File: src/rtl/regslv_pkg.sv
package regslv_pkg;
  localparam int ADDR_W = 18;
  localparam int DATA_W = 16;

  typedef enum logic [1:0] {
    CYC_READ  = 2'b00,
    CYC_RDPS  = 2'b01,
    CYC_WORD  = 2'b10,
    CYC_BYTE  = 2'b11
  } cycle_e;

  typedef struct packed {
    logic       rdLoad;
    logic       wrEn;
    logic       byteWr;
    logic       byteHi;
    logic [7:0] idx;
  } strobe_t;
endpackage

File: src/rtl/regslv_sync.sv
module regslv_sync #(
  parameter int WIDTH  = 4,
  parameter int STAGES = 2
) (
  input  logic             clk,
  input  logic             rstN,
  input  logic [WIDTH-1:0] asyncIn,
  output logic [WIDTH-1:0] syncOut
);
  logic [WIDTH-1:0] stage [STAGES];

  always_ff @(posedge clk or negedge rstN) begin
    if (!rstN) begin
      for (int s = 0; s < STAGES; s++) stage[s] <= '0;
    end else begin
      stage[0] <= asyncIn;
      for (int s = 1; s < STAGES; s++) stage[s] <= stage[s-1];
    end
  end

  assign syncOut = stage[STAGES-1];
endmodule

File: src/rtl/regslv_ctrl.sv
module regslv_ctrl
  import regslv_pkg::*;
#(
  parameter int            IDX_W     = 3,
  parameter logic [17:0]   BASE_ADDR = 18'h3FF00
) (
  input  logic              clk,
  input  logic              rstN,
  input  logic              mSyncS,
  input  logic              initS,
  input  logic              pwrFail,
  input  logic [ADDR_W-1:0] addr,
  input  logic [1:0]        ctl,
  output strobe_t           strb,
  output logic              sSync,
  output logic              dataOe,
  output logic              rmwLock
);
  localparam int TAG_LO = IDX_W + 1;

  typedef enum logic [1:0] {ST_IDLE, ST_ACK, ST_SKIP} state_e;
  state_e state;

  logic hit, go, isWrite;
  assign hit     = (addr[ADDR_W-1:TAG_LO] == BASE_ADDR[ADDR_W-1:TAG_LO]);
  assign go      = (state == ST_IDLE) && mSyncS && hit;
  assign isWrite = ctl[1];

  always_comb begin
    strb        = '0;
    strb.rdLoad = go && !isWrite;
    strb.wrEn   = go && isWrite && !pwrFail;
    strb.byteWr = (ctl == CYC_BYTE);
    strb.byteHi = addr[0];
    strb.idx    = 8'(addr[IDX_W:1]);
  end

  always_ff @(posedge clk or negedge rstN) begin
    if (!rstN) begin
      state   <= ST_IDLE;
      sSync   <= 1'b0;
      dataOe  <= 1'b0;
      rmwLock <= 1'b0;
    end else if (initS) begin
      state   <= ST_IDLE;
      sSync   <= 1'b0;
      dataOe  <= 1'b0;
      rmwLock <= 1'b0;
    end else begin
      unique case (state)
        ST_IDLE: if (mSyncS) begin
          if (hit) begin
            state  <= ST_ACK;
            sSync  <= 1'b1;
            dataOe <= !isWrite;
            if (ctl == CYC_RDPS) rmwLock <= 1'b1;
            if (isWrite)         rmwLock <= 1'b0;
          end else begin
            state <= ST_SKIP;
          end
        end
        ST_ACK: if (!mSyncS) begin
          state  <= ST_IDLE;
          sSync  <= 1'b0;
          dataOe <= 1'b0;
        end
        ST_SKIP: if (!mSyncS) state <= ST_IDLE;
        default: state <= ST_IDLE;
      endcase
    end
  end


  miss_no_ack_chk: assert property (@(posedge clk) disable iff (!rstN)
    (state == ST_IDLE && mSyncS && !hit) |=> !sSync);


  ack_needs_strobe_chk: assert property (@(posedge clk) disable iff (!rstN)
    $rose(sSync) |-> $past(mSyncS));


  oe_within_ack_chk: assert property (@(posedge clk) disable iff (!rstN)
    dataOe |-> sSync);


  lock_clear_chk: assert property (@(posedge clk) disable iff (!rstN)
    (go && isWrite && !initS) |=> !rmwLock);
endmodule

File: src/rtl/regslv_dpath.sv
module regslv_dpath
  import regslv_pkg::*;
#(
  parameter int NUM_REGS = 8
) (
  input  logic              clk,
  input  logic              rstN,
  input  logic              initS,
  input  logic              blockWr,
  input  strobe_t           strb,
  input  logic              dataOe,
  input  logic [DATA_W-1:0] dataIn,
  output logic [DATA_W-1:0] dataOut
);
  localparam int NBYTES = DATA_W / 8;

  logic [DATA_W-1:0] regFile [NUM_REGS];
  logic [DATA_W-1:0] rdReg;
  logic [NBYTES-1:0] laneEn;

  always_comb begin
    for (int b = 0; b < NBYTES; b++)
      laneEn[b] = !strb.byteWr || (b == int'(strb.byteHi));
  end

  always_ff @(posedge clk or negedge rstN) begin
    if (!rstN) begin
      for (int r = 0; r < NUM_REGS; r++) regFile[r] <= '0;
      rdReg <= '0;
    end else if (initS) begin
      for (int r = 0; r < NUM_REGS; r++) regFile[r] <= '0;
      rdReg <= '0;
    end else begin
      if (strb.rdLoad) rdReg <= regFile[strb.idx];
      if (strb.wrEn) begin
        for (int b = 0; b < NBYTES; b++)
          if (laneEn[b]) regFile[strb.idx][b*8 +: 8] <= dataIn[b*8 +: 8];
      end
    end
  end

  assign dataOut = dataOe ? rdReg : '0;


  no_pwrfail_write_chk: assert property (@(posedge clk) disable iff (!rstN)
    blockWr |-> !strb.wrEn);


  init_clears_chk: assert property (@(posedge clk) disable iff (!rstN)
    initS |=> (rdReg == '0));
endmodule

File: src/rtl/async_reg_slave.sv
module async_reg_slave
  import regslv_pkg::*;
#(
  parameter int          NUM_REGS  = 8,
  parameter logic [17:0] BASE_ADDR = 18'h3FF00
) (
  input  logic        clk,
  input  logic        rstN,
  input  logic        busInit,
  input  logic        acLow,
  input  logic        dcLow,
  input  logic        mSync,
  input  logic [17:0] addr,
  input  logic [1:0]  ctl,
  input  logic [15:0] dataIn,
  output logic        sSync,
  output logic [15:0] dataOut,
  output logic        dataOe,
  output logic        rmwLock
);
  localparam int IDX_W = $clog2(NUM_REGS);

  logic [3:0] syncd;
  logic       mSyncS, initS, pwrFail;
  strobe_t    strb;

  regslv_sync #(.WIDTH(4), .STAGES(2)) u_sync (
    .clk(clk), .rstN(rstN),
    .asyncIn({dcLow, acLow, busInit, mSync}),
    .syncOut(syncd)
  );

  assign mSyncS  = syncd[0];
  assign initS   = syncd[1];
  assign pwrFail = syncd[2] | syncd[3];

  regslv_ctrl #(.IDX_W(IDX_W), .BASE_ADDR(BASE_ADDR)) u_ctrl (
    .clk(clk), .rstN(rstN), .mSyncS(mSyncS), .initS(initS),
    .pwrFail(pwrFail), .addr(addr), .ctl(ctl), .strb(strb),
    .sSync(sSync), .dataOe(dataOe), .rmwLock(rmwLock)
  );

  regslv_dpath #(.NUM_REGS(NUM_REGS)) u_dpath (
    .clk(clk), .rstN(rstN), .initS(initS), .blockWr(pwrFail),
    .strb(strb), .dataOe(dataOe), .dataIn(dataIn), .dataOut(dataOut)
  );
endmodule

File: config.mk
export PLATFORM = sky130hd
export DESIGN_NAME = async_reg_slave
export DESIGN_NICKNAME = d
export VERILOG_FILES = /design/src/rtl/regslv_pkg.sv /design/src/rtl/regslv_sync.sv /design/src/rtl/regslv_ctrl.sv /design/src/rtl/regslv_dpath.sv /design/src/rtl/async_reg_slave.sv
export SDC_FILE = /design/constraint.sdc
export NUM_CORES = 1
export LEC_CHECK = 0
export ABC_AREA = 0
export BUFFER_PORTS_ARGS = -buffer_cell sky130_fd_sc_hd__buf_2
export CAP_MARGIN = 30
export CORE_UTILIZATION = 55
export DETAILED_ROUTE_END_ITERATION = 7
export PLACE_DENSITY_LB_ADDON = 0.08
export REMOVE_ABC_BUFFERS = 1
export SLEW_MARGIN = 10
export SYNTH_ARGS = -nofsm -noshare
export SYNTH_HDL_FRONTEND = slang
export SYNTH_HIERARCHICAL = 1
export SYNTH_SLANG_ARGS = --single-unit
File: constraint.sdc
create_clock -name clk -period 9.17 [get_ports clk]
set_clock_uncertainty 0.05 [all_clocks]
set_input_delay 0.917 -clock clk [delete_from_list [all_inputs] [get_ports clk]]
set_output_delay 0.917 -clock clk [all_outputs]
set_load 0.02 [all_outputs]
==> impl_metrics.tcl, run 1 <==
set metrics [dict create \
    finalCriticalPeriod_ns 3.861 \
    r2r_start "u_ctrl/state[1]" \
    gp_congestion 0.8660 \
    start_kind "input pin" \
    worstRegToRegCells 9 \
    fin_cells 905 \
    h-tree-depth 4 \
    ys_seq_elements 157 \
    cellLeakagePower_uw 0.003895 \
    vias 5819 \
    clock-sinks 157 \
    setup_violations 0 \
    max_slew.worst_pin.slew_ns 0.9934 \
    critPathKind "in -> reg" \
    crit_chain "buf_2 > nand4bb_1 > or4_1 > nor3_1 > a21boi_2 > nand4b_1 > nand3b_1 > o21ai_0" \
    post-route-period-util 0.4211 \
    fill_cells 1118 \
    synth_area_leaders "dfrtp_1 51%, mux2i_1 7.2%, nand2b_1 4.2%, a32o_1 4.2%, mux4_2 3.2%" \
    cts_resized 0 \
    whs_ns 0.3038 \
    dp.cells 874 \
    cts_made_buffers 17 \
    dieArea_mm2 0.01446 \
    core_mm2 0.01345 \
    power_frac_comb 0.059 \
    area_growth_pct 12.34 \
    max-vdd-ir-drop_mv 0.1930 \
    antenna_found_initial 0 \
    synthCells 680 \
    p_per_area_mw_per_mm2 173.9 \
    root_buffer "clkbuf_16" \
    clkTransAtPathRegs_ns 0.06 \
    drc 0 \
    grt_pass1_vias 5601 \
    ys_async_sr_fraction 1.000 \
    ios 61 \
    whs_path_depth 0 \
    maxSlewHeadroom 0.3377 \
    layout-drive-gt1-share 0.1824 \
    fin_tns_setup_ns 0 \
    multi_input_area_mm2 0.003491 \
    cp.arrival_ns 4.08 \
    grt_pass1_wl_mm 31.47 \
    rrSetupSlack_ns 5.33 \
    p_sw_frac 0.2221 \
    grt_max_degree 110 \
    post_cts_buffers 0 \
    max_freq_ghz 0.2590 \
    hpwl_mm 12.48 \
    ant_nets 0 \
    finalPower_uw 1502 \
    ys_types 57 \
    num_rows 42 \
    yosysWarnings 6 \
    rsz0062_at_grt "false" \
    drtPass1Iterations 5 \
    via_per_inst 6.430 \
    synth_edf_count 0 \
    regArea_mm2 0.003930 \
    cts_hold_buf 0 \
    required_ns 9.38 \
    critPathMaxFanout 16 \
    drv_slew 0 \
    track_usage 0.2915 \
    cts_buffer_depth 2 \
    cts_tree "yes" \
    clk_latency_ns 0.42 \
    wl_mm 20.12 \
    start_util 0.5715 \
    avgSynthCellArea_um2 11.31 \
    outcome "finished, final reports clean" \
    seq_area_frac_synth 0.5110 \
    setup.worst_path.end_class "flip-flop" \
    diodes 0 \
    cpPeakStageDelay_ns 0.73 \
    synth_top_area_share 0.5110 \
    hold_viol 0 \
    syn-cell-area_mm2 0.007689 \
    power_switching_uw 333.7 \
    drt_iter0_markers 615 \
    die_w_um 120.2 \
    reg2reg_to "u_dpath/regFile[7]" \
    worstSetupStartpoint "addr[4]" \
    power.internal_uw 1169 \
    synth_flop_cell "dfrtp_1" \
    routedWlPerCell_um 22.23 \
    p_seq_frac 0.464 \
    die_y_um 120.2 \
    yosysTopAreaCell "dfrtp_1" \
    maxCapViolCount 0 \
    num-nets-final 761 \
    overflow 0 \
    critPathCapture "u_dpath/regFile[7]" \
    io_buffers 60 \
    cpMaxStageDelayCell "nand4b_1" \
    pwr-share-clk 0.478 \
    hold_class "reg -> reg" \
]
## routing by layer
layer / vias up / wire length (um) / GRT usage
li1: 2580 / - / -
met1: 3004 / 9474 / 0.4410
met2: 214 / 9156 / 0.4343
met3: 21 / 1210 / 0.04811
met4: 0 / 274 / 0.08333
met5: - / 0 / 0
## per-stage QoR
step | util | setup WS (ns) | area [um2]
global route | 0.6420 | 5.108 | 8637
global placement | 0.5961 | 5.130 | 8019
floorplan | - | 4.418 | 7423
finish | 0.6420 | 5.309 | 8637
detailed placement | 0.5970 | 4.948 | 8031
CTS | 0.6420 | 5.371 | 8637
## synth_stat cells, types with 13 or more instances
cell and instances:
dfrtp_1 157, mux2i_1 55, nand2b_1 52, o21ai_0 41, nor2_1 36, nand2_1 33
a32o_1 32, clkbuf_1 28, a22oi_1 27, nand3b_1 25, and2_1 20, o2bb2ai_1 14
buf_4 13, nor2b_1 13
## sequential cells by signal, summed over array words and instances (netlist names)
name and flops:
u_ctrl/rmwLock 1, u_ctrl/sSync 1, u_dpath/rdReg 16, u_dpath/regFile 128, u_ctrl/dataOe 1, u_sync/syncOut 4
u_ctrl/state 2, u_sync/stage 4
## cell usage in the layout (no fill, tap or decap), types with 10 or more instances in the layout
| master | synthesis | layout |
|---|---|---|
| dfrtp_1 | 157 | 156 |
| buf_2 | 11 | 60 |
| mux2i_1 | 55 | 55 |
| nand2b_1 | 52 | 52 |
| o21ai_0 | 41 | 41 |
| nor2_1 | 36 | 35 |
| nand2_1 | 33 | 33 |
| a32o_1 | 32 | 32 |
| a22oi_1 | 27 | 27 |
| nand3b_1 | 25 | 25 |
| and2_1 | 20 | 20 |
| clkbuf_16 | 0 | 17 |
| o2bb2ai_1 | 14 | 14 |
| nor2b_1 | 13 | 13 |
| a21oi_1 | 11 | 11 |
| mux4_2 | 11 | 11 |
| and3_1 | 10 | 10 |
## cell families (layout without fill, tap and decap cells)
group | Yosys count | in the layout | share of synthesized area
simple gates | 226 | 226 | 0.1749
compound gates | 163 | 163 | 0.1598
flops | 157 | 157 | 0.5110
mux | 72 | 72 | 0.1126
buf+inv | 59 | 104 | 0.03792
fa+ha+maj | 2 | 2 | 0.003254
other cells | 1 | 5 | 0.0004877
## critical path, delay by kind of cell
kind                   cells  cell delay (ns)
and+or+nand+nor            5             2.49
buffers and inverters      1             0.09
AOI/OAI and AO/OA          2             0.56
## layout make-up
class / count / share of cell area
flip-flops and latches: 157 / 0.4550
multi-input cells: 468 / 0.4042
clock buffers: 25 / 0.06084
repair buffers: 70 / 0.04389
well taps: 176 / 0.02550
clock inverters: 6 / 0.009271
inverters: 3 / 0.001304
## worst min path at each step
| stage | from | to | slack (ns) |
|---|---|---|---|
| detailed placement | u_sync/stage[7] | u_sync/syncOut[3] | 0.29 |
| finish | u_sync/stage[6] | u_sync/syncOut[2] | 0.30 |
| global placement | u_sync/stage[5] | u_sync/syncOut[1] | 0.28 |
| CTS | u_sync/stage[6] | u_sync/syncOut[2] | 0.30 |
| global route | u_sync/stage[6] | u_sync/syncOut[2] | 0.31 |
| floorplan | u_sync/stage[4] | u_sync/syncOut[0] | 0.28 |
## power by group through the flow
stage	Combinational [uW]	Sequential, uW	Clock [uW]
2_1_floorplan	32.4	712	0
3_3_place_gp	86.6	709	0
3_5_place_dp	87.8	709	0
4_1_cts	87.9	697	726
5_1_grt	96.0	696	752
6_report	88.2	697	718
No activity file was read; power rests on OpenSTA's default activity.
==> run 2, diff against run 1 <==
--- a/config.mk
+++ b/config.mk
@@ -5,7 +5,7 @@
 export SDC_FILE = /design/constraint.sdc
 export NUM_CORES = 1
 export LEC_CHECK = 0
-export ABC_AREA = 0
+export ABC_AREA = 1
 export BUFFER_PORTS_ARGS = -buffer_cell sky130_fd_sc_hd__buf_2
 export CAP_MARGIN = 30
 export CORE_UTILIZATION = 55
==> constraint.sdc (replaced) <==
create_clock -name clk -period 3.6 [get_ports clk]
set_clock_uncertainty 0.05 [all_clocks]
set_input_delay 0.36 -clock clk [delete_from_list [all_inputs] [get_ports clk]]
set_output_delay 0.36 -clock clk [all_outputs]
set_load 0.02 [all_outputs]
==> run 2 against run 1 <==
Clock power grew to 2.7 times the previous value. Non-clock buffer count increased by 9. Cell area rose by 6.4%. Synthesized cell count up 66%. Power rose to 2.6 times the previous value. Die area grew 7.0%. Critical path depth grew 4. Count of clock-buffer cells in the layout fell by 7. Largest cell class unchanged.
==> impl_metrics.tcl, run 2 <==
set metrics [dict create \
    outcome "finished, final reports clean" \
    die_y_um 124.4 \
    maxSlewHeadroom 0.4184 \
    hold_viol 0 \
    post-route-period-util 0.7019 \
    ios 61 \
    dpl_cell_area_mm2 0.008509 \
    critPathKind "reg -> reg" \
    vias 7302 \
    ant_nets 0 \
    final_common_cell "nand2_1" \
    setup.worst_path.end_class "flip-flop" \
    overflow 0 \
    ys_types 29 \
    grt_max_degree 69 \
    dieArea_mm2 0.01547 \
    hpwl_mm 13.73 \
    num_rows 44 \
    synth_compound_area_frac 0.04845 \
    max-vdd-ir-drop_mv 0.3608 \
    rsz0062_at_grt "false" \
    required_ns 3.85 \
    ys_seq_elements 157 \
    yosys.area_share.adder 0.003038 \
    core_mm2 0.01459 \
    largest_register_ffs 128 \
    cellLeakagePower_uw 0.005190 \
    max_freq_ghz 0.3957 \
    reg.largest.list "u_dpath/regFile (128), u_dpath/rdReg (16)" \
    cts_tree "yes" \
    routedWlPerCell_um 15.87 \
    fin_cells 1360 \
    whs_ns 0.1577 \
    antenna_found_initial 0 \
    io_buffers 60 \
    synth_area_leaders "dfrtp_1 48%, nand2_1 27%, nand3_1 6.1%, o21ai_1 2.6%, buf_4 2.4%" \
    grt_pass1_vias 7117 \
    mostFrequentLayoutCells "603 x nand2_1, 157 x dfrtp_1, 100 x nand3_1, 59 x buf_2, 49 x inv_1" \
    diodes 0 \
    seq_area_frac_synth 0.4769 \
    dp.cells 1323 \
    regMostFlops "u_dpath/regFile" \
    cts_made_buffers 17 \
    finalWorstSetupSlack_ns 1.073 \
    grt_pass1_wl_mm 35.73 \
    hold_class "in -> reg" \
    max_slew.worst_pin.slew_ns 0.8724 \
    gp_congestion 0.8578 \
    drtPass1Iterations 5 \
    yosysMostFrequentCell "nand2_1" \
    synth_flop_cell "dfrtp_1" \
    clk_latency_ns 0.43 \
    layout-drive-gt1-share 0.1403 \
    cts_buffer_depth 2 \
    drv_slew 0 \
    cp.arrival_ns 2.78 \
    start_util 0.5647 \
    root_buffer "clkbuf_16" \
    setup_violations 0 \
    yosysTopAreaCell "dfrtp_1" \
    critPathMaxFanout 16 \
    track_usage 0.2927 \
    synth-simple-area-share 0.3941 \
    finalCriticalPeriod_ns 2.527 \
    synth_xor_area_frac 0 \
    fill_cells 1359 \
    num-nets-final 1207 \
    clock-sinks 157 \
    drc 0 \
    via_per_inst 5.369 \
    wl_mm 21.59 \
    pre_cts_ws_ns 1.050 \
    ys_async_sr_fraction 1.000 \
    start_kind "flip-flop" \
    synth_top_area_share 0.4769 \
    synth_edf_count 0 \
    synth_common_cells "603 x nand2_1, 157 x dfrtp_1, 100 x nand3_1, 49 x inv_1, 43 x o21ai_1" \
    cts_resized 0 \
    h-tree-depth 4 \
    rrSetupSlack_ns 1.07 \
    avgSynthCellArea_um2 7.303 \
    area_growth_pct 11.59 \
    fin_area_mm2 0.009193 \
    synthCells 1128 \
    p_per_area_mw_per_mm2 432.9 \
    synthMuxAreaShare 0 \
    maxCapViolCount 0 \
    yosysWarnings 6 \
    drt_iter0_markers 771 \
    clkTransAtPathRegs_ns 0.06 \
    syn-cell-area_mm2 0.008238 \
    fin_tns_setup_ns 0 \
    synth_top_family_by_area "simple AND/OR/NAND/NOR gates" \
    die_w_um 124.4 \
]
run 2: stage by stage:
stage / power, uW / util
finish: 3980 / 0.6301
global route: 4114 / 0.6301
CTS: 4008 / 0.6301
detailed placement: 2096 / 0.5833
global placement: 2096 / 0.5833
floorplan: 1934 / -
run 2: path summary, 6_finish.rpt:
kind,start,cells past startpoint,to
max reg2reg,u_ctrl/state[0],12,u_dpath/regFile[80]
max in group asynchronous,rstN,3,u_dpath/regFile[23]
min,dataIn[13],3,u_dpath/regFile[13]
min in group asynchronous,rstN,2,u_dpath/regFile[77]
max,u_ctrl/state[0],12,u_dpath/regFile[80]
min reg2reg,u_sync/stage[5],0,u_sync/syncOut[1]
run 2: layer usage:
layer / vias to the layer above / GRT usage / wire length, um
met5: - / 0 / 0
met4: 0 / 0.1205 / 714
met3: 40 / 0.05369 / 1037
met2: 212 / 0.4920 / 10320
met1: 3481 / 0.3715 / 9513
li1: 3569 / - / -
run 2: report_power, final:
| part | switching [uW] | leakage [uW] | internal [uW] |
|---|---|---|---|
| clock | 729 | 0.000306 | 1180 |
| combinational | 208 | 0.00271 | 63.1 |
| sequential | 23.4 | 0.00217 | 1780 |
| total | 961 | 0.00519 | 3020 |
run 2: critical path, cell delays in order, from the launching register on:
cell and delay (ns):
dfrtp_1 0.38, inv_1 0.09, ha_1 0.19, nand2_1 0.08, inv_1 0.08, nand3_1 0.09
nor2_1 0.09, buf_4 0.19, nand2_1 0.10, inv_2 0.28, nand3_2 0.46, nand3_1 0.25
o21ai_2 0.07
run 2: repair_timing:
| item | CTS | global route |
|---|---|---|
| hold endpoints to repair | 63 | 0 |
| setup buffers | 0 | 0 |
| hold buffers | 5 | 0 |
run 2: cell families (layout without fill, tap and decap cells):
kind of cell	after synthesis	count (layout)
AND/OR/NAND/NOR	774	774
flip-flops	157	157
buffers and inverters	126	170
AO/OA/AOI/OAI	68	68
adder cells (fa/ha/maj)	2	2
other	1	5
run 2: layout make-up:
cell class	count	area, um2	share of cell area
clock inverters	14	193.9	0.02110
repair buffers	79	486.7	0.05295
inverters	59	224.0	0.02436
flip-flops and latches	157	3929	0.4274
clock buffers	18	439.2	0.04777
multi-input cells	849	3690	0.4014
well taps	184	230.2	0.02504
==> run 3, diff against run 2 <==
==> constraint.sdc (replaced) <==
create_clock -name clk -period 2.1 [get_ports clk]
set_clock_uncertainty 0.05 [all_clocks]
set_input_delay 0.21 -clock clk [delete_from_list [all_inputs] [get_ports clk]]
set_output_delay 0.21 -clock clk [all_outputs]
set_load 0.02 [all_outputs]
==> run 3 against run 2 <==
First-iteration DRC count decreased by 21%. Critical endpoint is now u_dpath/regFile[33]. Non-clock buffer count is 31 higher. Global-route usage increased by 0.45 points. Via count is 1.4% higher. Largest power group unchanged. Highest routed layer unchanged. Critical path depth unchanged.
==> impl_metrics.tcl, run 3 (synthesis gave the netlist of run 2 again) <==
set metrics [dict create \
    outcome "finished, final reports clean" \
    crit_chain "inv_1 > ha_1 > nand2_1 > inv_1 > nand3_1 > nor2_4 > nand2_2 > inv_4 > nand3_2 > buf_4 > nand3_1 > o21ai_1" \
    critPathTopFamily "simple AND/OR/NAND/NOR gates" \
    drc 0 \
    fin_cells 1391 \
    setup_violations 0 \
    mostFrequentLayoutCells "598 x nand2_1, 157 x dfrtp_1, 99 x nand3_1, 59 x buf_2, 49 x inv_1" \
    grt_pass1_wl_mm 36.20 \
    vias 7405 \
    reg.largest.list "u_dpath/regFile (128), u_dpath/rdReg (16)" \
    maxCapViolCount 0 \
    antenna_found_initial 0 \
    cts_made_buffers 17 \
    dieArea_mm2 0.01547 \
    cts_buffer_depth 2 \
    grt_max_degree 60 \
    p_per_area_mw_per_mm2 742.9 \
    critPathKind "reg -> reg" \
    max-vdd-ir-drop_mv 0.7977 \
    diodes 0 \
    post-route-period-util 0.9229 \
    hold_viol 0 \
    die_y_um 124.4 \
    gp_congestion 0.8369 \
    dp.cells 1349 \
    hpwl_mm 14.07 \
    largest_register_ffs 128 \
    via_per_inst 5.324 \
    whs_ns 0.01960 \
    cpMaxStageDelayCell "dfrtp_1" \
    io_buffers 60 \
    regMostFlops "u_dpath/regFile" \
    setup.worst_path.end_class "flip-flop" \
    num-nets-final 1238 \
    cts_tree "yes" \
    start_kind "flip-flop" \
    pre_cts_ws_ns -0.003223 \
    multi_input_area_mm2 0.003740 \
    rrSetupSlack_ns 0.16 \
    overflow 0 \
    fin_tns_setup_ns 0 \
    max_freq_ghz 0.5160 \
    die_w_um 124.4 \
    layout-drive-gt1-share 0.1707 \
    critPathMaxFanout 12 \
    ant_nets 0 \
    area_growth_pct 16.33 \
    cellLeakagePower_uw 0.005389 \
    drt_iter0_markers 609 \
    hold_class "in -> reg" \
    clkTransAtPathRegs_ns 0.06 \
    ios 61 \
    start_util 0.5647 \
    root_buffer "clkbuf_16" \
    fin_area_mm2 0.009583 \
    required_ns 2.36 \
    dpl_cell_area_mm2 0.008755 \
    cp.arrival_ns 2.20 \
    clk_latency_ns 0.42 \
    finalWorstSetupSlack_ns 0.1620 \
    cpPeakStageDelay_ns 0.36 \
    routedWlPerCell_um 15.48 \
    num_rows 44 \
    final_common_cell "nand2_1" \
    path_buf_inv 4 \
    h-tree-depth 4 \
    finalCriticalPeriod_ns 1.938 \
    track_usage 0.2972 \
    drtPass1Iterations 8 \
    clock-sinks 157 \
    drv_slew 0 \
    wl_mm 21.53 \
    regArea_mm2 0.003929 \
    fill_cells 1291 \
    grt_pass1_vias 7132 \
    core_mm2 0.01459 \
]
==> run 3: per-layer routing <==
layer | GRT usage | part of all wire
met4 | 0.1063 | 0.022
met1 | 0.3871 | 0.44
met5 | 0 | 0
met2 | 0.5015 | 0.49
met3 | 0.04768 | 0.044
==> run 3: final timing paths <==
path | from | endpoint | depth (start not counted)
setup / recovery | u_ctrl/state[1] | u_dpath/regFile[33] | 12
hold / removal | dataIn[15] | u_dpath/regFile[15] | 3
setup reg to reg | u_ctrl/state[1] | u_dpath/regFile[33] | 12
max in group asynchronous | rstN | u_dpath/rdReg[1] | 3
min in group asynchronous | rstN | u_dpath/regFile[91] | 2
hold reg to reg | u_sync/stage[7] | u_sync/syncOut[3] | 0
==> run 3: metrics by stage <==
stage / utilization / power (uW)
2_1_floorplan: - / 3316
3_3_place_gp: 0.6001 / 3619
3_5_place_dp: 0.6001 / 3620
4_1_cts: 0.6518 / 7146
5_1_grt: 0.6569 / 7343
6_report: 0.6569 / 7119
==> run 3: timing repair <==
| item | CTS | global route |
|---|---|---|
| endpoints found under the setup margin | 10 | 120 |
| resized for setup | 2 | 15 |
| endpoints found under the hold margin | 47 | 0 |
| pin swaps | 0 | 1 |
| hold buffers | 6 | 0 |
| setup buffers | 0 | 4 |
==> run 3: final cells by class <==
type,instances,area share
clock buffers,21,0.04909
clock inverters,11,0.02207
inverters,59,0.02363
multi-input cells,849,0.3903
flip-flops and latches,157,0.4100
well taps,184,0.02402
repair buffers,110,0.08095
==> run 3: report_power, final <==
group | leakage, uW | switching, uW | internal [uW]
clock network | 0.000333 | 1220 | 2320
registers | 0.00217 | 10.0 | 3050
logic | 0.00288 | 393 | 135
==> run 3: worst reg2reg max path, delay by kind of cell (launching register included) <==
kind                       cells  cell delay [ns]
AOI/OAI and AO/OA              1             0.06
DFF                            1             0.36
adders and majority gates      1             0.18
buffers and inverters          4             0.50
and+or+nand+nor                6             0.67
